==> config.mk <==
export PLATFORM = sky130hd
export DESIGN_NAME = cfg_key_guard
export DESIGN_NICKNAME = d
export VERILOG_FILES = /design/src/rtl/cfg_key_pkg.sv /design/src/rtl/cfg_addr_decode.sv /design/src/rtl/cfg_key_match.sv /design/src/rtl/cfg_read_mux.sv /design/src/rtl/cfg_key_guard.sv
export SDC_FILE = /design/constraint.sdc
export NUM_CORES = 1
export LEC_CHECK = 0
export BUFFER_PORTS_ARGS = -buffer_cell sky130_fd_sc_hd__buf_2
export CORE_MARGIN = 8
export CORE_UTILIZATION = 35
export CTS_CLUSTER_SIZE = 40
export DETAILED_ROUTE_END_ITERATION = 16
export GPL_TIMING_DRIVEN = 1
export PLACE_DENSITY = 0.63
export SYNTH_ARGS = -nofsm -noshare
export SYNTH_HDL_FRONTEND = slang
export SYNTH_SLANG_ARGS = --single-unit
==> constraint.sdc <==
create_clock -name clk -period 1.8 [get_ports clk]
set_input_delay 0.27 -clock clk [delete_from_list [all_inputs] [get_ports clk]]
set_output_delay 0.27 -clock clk [all_outputs]
set_load 0.01 [all_outputs]
==> src/rtl/cfg_key_pkg.sv <==
package cfg_key_pkg;
    localparam int ADDR_W   = 4;
    localparam int DATA_W   = 32;
    localparam int KEY_W    = 16;
    localparam int IFCFG_W  = 4;
    localparam int TIMING_W = 27;

    localparam logic [KEY_W-1:0]  UNLOCK_KEY = 16'hA25E;

    localparam logic [ADDR_W-1:0] A_LOCK    = 4'd0;
    localparam logic [ADDR_W-1:0] A_IFCFG   = 4'd1;
    localparam logic [ADDR_W-1:0] A_TIMING  = 4'd2;
    localparam logic [ADDR_W-1:0] A_SCRATCH = 4'd3;
    localparam logic [ADDR_W-1:0] A_FAULT   = 4'd4;

    typedef enum logic [2:0] {
        SEL_NONE,
        SEL_LOCK,
        SEL_IFCFG,
        SEL_TIMING,
        SEL_SCRATCH,
        SEL_FAULT
    } reg_sel_e;

    typedef struct packed {
        logic                open;
        logic [IFCFG_W-1:0]  ifcfg;
        logic [TIMING_W-1:0] timing;
        logic [DATA_W-1:0]   scratch;
        logic                fault;
    } guard_state_t;
endpackage

==> src/rtl/cfg_addr_decode.sv <==
module cfg_addr_decode
    import cfg_key_pkg::*;
(
    input  logic [ADDR_W-1:0] addr,
    output reg_sel_e          sel
);
    always_comb begin
        unique case (addr)
            A_LOCK:    sel = SEL_LOCK;
            A_IFCFG:   sel = SEL_IFCFG;
            A_TIMING:  sel = SEL_TIMING;
            A_SCRATCH: sel = SEL_SCRATCH;
            A_FAULT:   sel = SEL_FAULT;
            default:   sel = SEL_NONE;
        endcase
    end
endmodule

==> src/rtl/cfg_key_match.sv <==
module cfg_key_match #(
    parameter int              KEY_W = 16,
    parameter logic [KEY_W-1:0] KEY  = '0
) (
    input  logic [KEY_W-1:0] key_in,
    output logic             hit
);
    // Full-width compare: every key bit must match
    always_comb begin
        hit = (key_in == KEY);
    end
endmodule

==> src/rtl/cfg_read_mux.sv <==
module cfg_read_mux
    import cfg_key_pkg::*;
(
    input  reg_sel_e          sel,
    input  guard_state_t      st,
    output logic [DATA_W-1:0] rdata
);
    always_comb begin
        unique case (sel)
            SEL_LOCK:    rdata = DATA_W'(st.open);
            SEL_IFCFG:   rdata = DATA_W'(st.ifcfg);
            SEL_TIMING:  rdata = DATA_W'(st.timing);
            SEL_SCRATCH: rdata = st.scratch;
            SEL_FAULT:   rdata = DATA_W'(st.fault);
            default:     rdata = '0;
        endcase
    end
endmodule

==> src/rtl/cfg_key_guard.sv <==
module cfg_key_guard
    import cfg_key_pkg::*;
#(
    parameter logic [IFCFG_W-1:0]  IFCFG_RST  = '0,
    parameter logic [TIMING_W-1:0] TIMING_RST = '1
) (
    input  logic              clk,
    input  logic              rst_n,
    input  logic [ADDR_W-1:0] bus_addr,
    input  logic              bus_we,
    input  logic [DATA_W-1:0] bus_wdata,
    output logic [DATA_W-1:0] bus_rdata
);
    localparam guard_state_t RST_STATE = '{
        open:    1'b0,
        ifcfg:   IFCFG_RST,
        timing:  TIMING_RST,
        scratch: '0,
        fault:   1'b0
    };

    guard_state_t st_d, st_q;
    reg_sel_e     sel;
    logic         key_hit;

    cfg_addr_decode u_dec (
        .addr (bus_addr),
        .sel  (sel)
    );

    cfg_key_match #(
        .KEY_W (KEY_W),
        .KEY   (UNLOCK_KEY)
    ) u_key (
        .key_in (bus_wdata[KEY_W-1:0]),
        .hit    (key_hit)
    );

    cfg_read_mux u_rd (
        .sel   (sel),
        .st    (st_q),
        .rdata (bus_rdata)
    );

    always_comb begin
        st_d = st_q;
        if (bus_we) begin
            unique case (sel)
                SEL_LOCK: st_d.open = key_hit;
                SEL_IFCFG: begin
                    if (st_q.open) begin
                        st_d.ifcfg = bus_wdata[IFCFG_W-1:0];
                        st_d.open  = 1'b0;
                    end else begin
                        st_d.fault = 1'b1;
                    end
                end
                SEL_TIMING: begin
                    if (st_q.open) begin
                        st_d.timing = bus_wdata[TIMING_W-1:0];
                        st_d.open   = 1'b0;
                    end else begin
                        st_d.fault = 1'b1;
                    end
                end
                SEL_SCRATCH: st_d.scratch = bus_wdata;
                SEL_FAULT: begin
                    if (bus_wdata[0]) st_d.fault = 1'b0;
                end
                default: ;
            endcase
        end
    end

    always_ff @(posedge clk or negedge rst_n) begin
        if (!rst_n) st_q <= RST_STATE;
        else        st_q <= st_d;
    end
endmodule

==> results of run 1 <==
power by group through the flow:
stage | combinational (W) | clock (W) | sequential (W)
2_1_floorplan | 0.000221 | 0 | 0.00172
3_3_place_gp | 0.000363 | 0 | 0.00174
3_5_place_dp | 0.000375 | 0 | 0.00175
4_1_cts | 0.000378 | 0.00124 | 0.00172
5_1_grt | 0.000415 | 0.00130 | 0.00174
6_report | 0.000368 | 0.00120 | 0.00172
through the flow:
stage               instance area (sq um)  util (%)  cells
floorplan                            3000         -    211
global placement                     3540      42.9    385
detailed placement                   3540      42.9    385
CTS                                  3740      45.3    402
global route                         3740      45.3    402
finish                               3740      45.3    402
layer usage:
layer  GRT usage (%)  wire, microns  share of wire, %
met3            4.10            450               6.6
met1            15.6           3200                47
met4            6.45            126               1.8
met2            19.2           3080                45
met5               0              0                 0
timing repair:
item / CTS / global route
hold buffers: 1 / 0
endpoints found under the setup margin: 0 / 1
buffers inserted: 0 / 0
resized for setup: 0 / 1
endpoints found under the hold margin: 38 / 0
cells in the final DEF (no fill, tap or decap), types with 2 or more instances in the layout:
cell type | synthesis | layout
a22o_1 | 23 | 23
a22oi_1 | 3 | 3
a32o_1 | 2 | 2
and2_1 | 5 | 5
buf_12 | 0 | 4
buf_2 | 8 | 70
buf_4 | 0 | 8
clkbuf_1 | 2 | 3
clkbuf_8 | 0 | 10
clkinv_2 | 0 | 2
dfrtp_1 | 38 | 37
dfstp_2 | 27 | 27
mux2_1 | 13 | 13
mux2_2 | 53 | 53
nand2_1 | 2 | 2
nand3_1 | 2 | 2
nand3b_1 | 2 | 2
nand4b_1 | 2 | 2
nor2_1 | 5 | 5
nor2b_1 | 2 | 2
nor3_1 | 2 | 2
layout make-up:
| class | instances | area share [%] |
|---|---|---|
| clock buffer | 13 | 3.98 |
| clock inverter | 3 | 1.07 |
| inverter | 1 | 0.100 |
| multi-input combinational | 132 | 33.6 |
| sequential | 65 | 44.4 |
| tap | 105 | 3.51 |
| timing repair buffer | 83 | 13.4 |
kinds of logic (layout without fill, tap and decap cells):
logic type,after synthesis,count (layout)
AO/OA/AOI/OAI,31,31
buffers and inverters,14,100
flip-flops,65,65
multiplexers,67,67
AND/OR/NAND/NOR,34,34
path summary, 6_finish.rpt:
check | start | endpoint | depth (start not counted)
max in group asynchronous | rst_n | st_q[48]$_DFFE_PN1P_ | 3
min | bus_wdata[27] | st_q[28]$_DFFE_PN0P_ | 2
max reg2reg | st_q[64]$_DFFE_PN0P_ | st_q[56]$_DFFE_PN1P_ | 3
min in group asynchronous | rst_n | st_q[6]$_DFFE_PN0P_ | 3
min reg2reg | st_q[28]$_DFFE_PN0P_ | st_q[28]$_DFFE_PN0P_ | 1
max | st_q[64]$_DFFE_PN0P_ | bus_rdata[0] | 4
==> impl_metrics.toml, run 1 <==
[floorplanning]
design.portCount = 71
core_sq_um = 8260
overall_die_area_sq_um = 11800
die_width_microns = 109
die-height_microns = 109
core.rowCount = 33
floorplan.initialDensity_pct = 36.3

[logic_synthesis]
synth_flop_cell = "dfrtp_1"
synth.most_common_cell = "mux2_2"
netlist_area_sq_um = 3000
largest_family_of_logic_cells_by_synthesized_area = "multiplexers"
yosys_warnings = 0
synth_adder_area_share_pct = 0
synth_edf_count = 0
synthDominantCellAreaShare_pct = 31.7
synth.lib_cells_used.distinct = 35
post_synth_most_frequent_cells = "mux2_2, dfrtp_1, dfstp_2"
synth_largest_area_cell = "dfrtp_1"
post_synth_mux_area_share_pct = 25.1
yosysSeqAreaShare_pct = 55.3
synth-async-reset-ratio_pct = 100
post_synth_xor_area_fraction_pct = 0
syn_inst = 211
synth_compound_area_share_pct = 8.84
ys_ff_latch = 65
syn_nets = 250
synth.avg_cell_area_sq_um = 14.2
yosys.area_share.simple_pct = 7.92
post_synth_main_area_contributors = "dfrtp_1, dfstp_2, mux2_2"

[drt]
drc_violations_left = 0
detail_route.wl_per_cell_microns = 17.0
drtPass1Iterations = 5
drt_first_iter_violations = 47
routed_wirelength_microns = 6850
via_count = 2045
antenna_left = 0
vias_per_cell = 5.09

[final_layout]
n_antenna_cell = 0
reg.largest.list = "st_q (65)"
finalNetCount = 331
registers.top_by_ff_count = "st_q"
final_layout_size_suffix_gt1_share_pct = 60.6
num-fill-cells = 799
largest_register_ff_count = 65
synthToLayoutAreaGrowth_pct = 24.7
final-seq-area_sq_um = 1660
multiInputGateArea_sq_um = 1260

[timing]
final_critical_path_setup_slack_ns = 0.0947
fin_tns_setup_ns = 0
worst_slew_pin_slew_ns = 0.401
timing.final.hold_violations = 0
min_period_over_period_pct = 94.7
finalWorstPathRequiredPeriod_ns = 1.71
grt_setup_unrepaired = "false"
finalSetupViolations = 0
max_freq_ghz = 0.586
slew_violations = 0
worst_hold_check_slack_ns = 0.148
final.setup_skew_ns = 0.00550
slew-limit-headroom_pct = 72.9

[power]
report.power.total_w = 0.00329
total_leakage_power_nw = 1.76
power_frac_seq_pct = 52.3
power.net_switching_w = 0.000774
power_switching_share_pct = 23.5
irDropWorstVdd_uv = 483
internal_power_w = 0.00252
pwr-share-clk_pct = 36.5
comb_power_share_pct = 11.2
power_per_cell_area_nw_per_um2 = 879

[global_routing]
gr_usage_total_pct = 12.6
global_route_overflow = 0
grt_start_max_net_pins = 66
wire_length_of_the_first_global_routing_pass_microns = 11500
first_global_vias = 2305
initial_antenna_violation_count = 0

[hold_path]
timing.hold.worst.class = "input port to register"

[worst_setup_path]
cp_top_family = "flip-flops"
sort_of_element_at_the_start_of_the_critical_path = "register"
timing.critical_path.cells = "mux2i_1, or3_1, a31oi_1, buf_2"
path_class = "register to primary output"
setup_slack_of_the_worst_register_to_register_path_ns = 0.54
crit_slowest_cell = "dfrtp_2"
crit_arrival_ns = 1.44
timing.critical_path.slowest_cell_delay_ns = 0.42
worst_path_bufs_invs = 1
worstSetupEndpointType = "primary output"
critPathMaxFanout = 6
worstPathRequired_ns = 1.53

[clocking]
root_buffer = "clkbuf_8"
cts_made_buffers = 9
cts_sinks = 65
path_clk_slew_ns = 0.07
clockBufferDepth = 2
insertion_delay_ns = 0.33
tritoncts = "done"
cts_htree_levels = 3

[placement]
placement.setup.worst_slack_ns = 0.0968
place.gp.congestion = 0.721
hpwlAfterDp_microns = 4870
buffer_ports.inserted = 70

[flow_run]
drv_cap = 0

[status]
status = "complete, no violations"
No activity file was read; power rests on OpenSTA's default activity.
==> run 2: changes to the inputs <==
--- a/config.mk
+++ b/config.mk
@@ -5,6 +5,8 @@
 export SDC_FILE = /design/constraint.sdc
 export NUM_CORES = 1
 export LEC_CHECK = 0
+export ABC_AREA = 1
+export ABC_CLOCK_PERIOD_IN_PS = 1800
 export BUFFER_PORTS_ARGS = -buffer_cell sky130_fd_sc_hd__buf_2
 export CORE_MARGIN = 8
 export CORE_UTILIZATION = 35
==> run 2 against run 1 <==
Effect of this change: clock skew increased by 0.0042 ns; synthesized area decreased by 3.3%; critical path type is now input port to primary output; clock power about the same; fmax increased by 3.8%; combinational power decreased by 12%; largest cell class unchanged; clock-buffer cell count decreased by 2; critical path depth increased by 6; design area decreased by 3.0%.
==> impl_metrics.toml, run 2 <==
[floorplanning]
die-height_microns = 107
die_width_microns = 107
core.rowCount = 33
overall_die_area_sq_um = 11500
floorplan.initialDensity_pct = 35.7
design.portCount = 71
core_sq_um = 8130

[final_layout]
finish.instance_area_sq_um = 3630
largest_register_ff_count = 65
multiInputGateArea_sq_um = 1020
synthToLayoutAreaGrowth_pct = 25.0
most_frequent_cells_in_the_layout = "nand2_1, buf_2, inv_1"
final-seq-area_sq_um = 1660
registers.top_by_ff_count = "st_q"
reg.largest.list = "st_q (65)"
final_layout_size_suffix_gt1_share_pct = 31.1
num-fill-cells = 815
n_antenna_cell = 0
finalNetCount = 443
finalNonFillerCells = 514
most_common_library_cell_in_the_layout_ignoring_fill_and_taps = "nand2_1"

[logic_synthesis]
largest_family_of_logic_cells_by_synthesized_area = "compound AO/OA/AOI/OAI gates"
post_synth_most_frequent_cells = "nand2_1, inv_1, dfrtp_1"
synth_adder_area_share_pct = 0
synth_flop_cell = "dfrtp_1"
post_synth_xor_area_fraction_pct = 0
synth-async-reset-ratio_pct = 100
ys_ff_latch = 65
synth_compound_area_share_pct = 18.0
synth_edf_count = 0
synth.avg_cell_area_sq_um = 8.83
synth.most_common_cell = "nand2_1"
post_synth_main_area_contributors = "dfrtp_1, dfstp_2, nand2_1"
syn_nets = 368
post_synth_mux_area_share_pct = 0
syn_inst = 329
yosys_warnings = 0
synthDominantCellAreaShare_pct = 32.7
yosysSeqAreaShare_pct = 57.2
yosys.area_share.simple_pct = 16.9
netlist_area_sq_um = 2900
synth.lib_cells_used.distinct = 18
synth_largest_area_cell = "dfrtp_1"

[power]
power_frac_seq_pct = 52.3
power.net_switching_w = 0.000799
irDropWorstVdd_uv = 330
power_per_cell_area_nw_per_um2 = 889
total_leakage_power_nw = 1.83
pwr-share-clk_pct = 37.6
internal_power_w = 0.00243
power_switching_share_pct = 24.8
comb_power_share_pct = 10.1

[timing]
worst_slew_pin_slew_ns = 0.356
finalSetupViolations = 0
final.setup_skew_ns = 0.00973
fin_tns_setup_ns = 0
worst_hold_check_slack_ns = 0.158
slew-limit-headroom_pct = 76.3
max_freq_ghz = 0.609
finalWorstPathRequiredPeriod_ns = 1.64
grt_setup_unrepaired = "false"
min_period_over_period_pct = 91.3
timing.final.hold_violations = 0
slew_violations = 0

[placement]
place.gp.congestion = 0.759
dpl-instance-area_sq_um = 3420
buffer_ports.inserted = 70
hpwlAfterDp_microns = 4660
placed_cells = 497

[clocking]
insertion_delay_ns = 0.33
postCtsResizedCells = 0
cts_sinks = 65
clockBufferDepth = 2
cts_htree_levels = 3
root_buffer = "clkbuf_8"
cts_made_buffers = 9
path_clk_slew_ns = 0.06
tritoncts = "done"

[status]
status = "complete, no violations"

[drt]
drc_violations_left = 0
drtPass1Iterations = 5
wl_met1_microns = 3250
dr_wl_met3_microns = 454
routed_wirelength_microns = 6900
route.top_layer_used = "met4"
antenna_left = 0
via_count = 2402
vias_per_cell = 4.67
detail_route.wl_per_cell_microns = 13.4
met2RoutedLength_microns = 3150
drt_first_iter_violations = 97

[worst_setup_path]
sort_of_element_at_the_start_of_the_critical_path = "input port"
critPathMaxFanout = 29
crit_arrival_ns = 1.37
worstPathRequired_ns = 1.53
worstSetupEndpointType = "primary output"
path_class = "input port to primary output"

[hold_path]
timing.hold.worst.class = "input port to register"

[global_routing]
initial_antenna_violation_count = 0
global_route_overflow = 0
wire_length_of_the_first_global_routing_pass_microns = 11600
grt_start_max_net_pins = 66
gr_usage_total_pct = 12.5
first_global_vias = 2477

[flow_run]
drv_cap = 0
[run 2: path summary, 6_finish.rpt]
path | start | endpoint | slack [ns] | cells after the start
setup / recovery | bus_addr[2] | bus_rdata[0] | 0.16 | 10
hold / removal | bus_wdata[18] | st_q[51]$_DFFE_PN1P_ | 0.16 | 3
setup reg to reg | st_q[64]$_DFFE_PN0P_ | st_q[44]$_DFFE_PN1P_ | 0.62 | 6
hold reg to reg | st_q[0]$_DFFE_PN0P_ | st_q[0]$_DFFE_PN0P_ | 0.47 | 2
max in group asynchronous | rst_n | st_q[51]$_DFFE_PN1P_ | 0.99 | 3
min in group asynchronous | rst_n | st_q[62]$_DFFE_PN0P_ | 0.48 | 3
[run 2: cell type report]
| class | count | area share [%] |
|---|---|---|
| Clock buffer | 11 | 3.90 |
| Clock inverter | 5 | 1.52 |
| Inverter | 42 | 4.34 |
| Multi-Input combinational cell | 206 | 28.1 |
| Sequential cell | 65 | 45.7 |
| Tap cell | 105 | 3.62 |
| Timing Repair Buffer | 80 | 12.8 |
[run 2: cells by family (layout without fill, tap and decap cells)]
family | count (synthesis) | after routing
simple gates | 119 | 119
buf+inv | 58 | 138
compound gates | 87 | 87
flops | 65 | 65
[run 2: power groups by stage]
| stage | clock network (W) | logic (W) | registers (W) |
|---|---|---|---|
| 6_report | 0.00121 | 0.000325 | 0.00169 |
| 5_1_grt | 0.00132 | 0.000381 | 0.00170 |
| 3_3_place_gp | 0 | 0.000321 | 0.00170 |
| 4_1_cts | 0.00126 | 0.000334 | 0.00169 |
| 2_1_floorplan | 0 | 0.000189 | 0.00169 |
| 3_5_place_dp | 0 | 0.000330 | 0.00171 |
[run 2: critical path, cell delays in order]
cell and delay (ns):
buf_2 0.11, nor2_2 0.18, inv_2 0.09, nor2_2 0.14, buf_12 0.21, nand2_1 0.07, nand2_1 0.06, inv_1 0.04
nand4_1 0.06, buf_2 0.14
[run 2: per-layer routing]
layer	global-route usage, %	vias to the layer above
met5	0	-
li1	-	1222
met4	4.82	0
met2	19.9	60
met3	3.90	5
met1	15.6	1115
[run 2: stage by stage]
stage | setup slack (ns) | util (%) | total power, W
finish | 0.157 | 44.6 | 0.00323
CTS | 0.146 | 44.6 | 0.00328
floorplan | 0.285 | - | 0.00188
global placement | 0.188 | 42.1 | 0.00203
global route | 0.0222 | 44.6 | 0.00341
detailed placement | 0.152 | 42.1 | 0.00204
[run 2: what timing repair did]
item,in CTS,in global routing
setup endpoints to repair,0,0
hold buffers,1,0
setup buffers,0,0
endpoints found under the hold margin,38,0
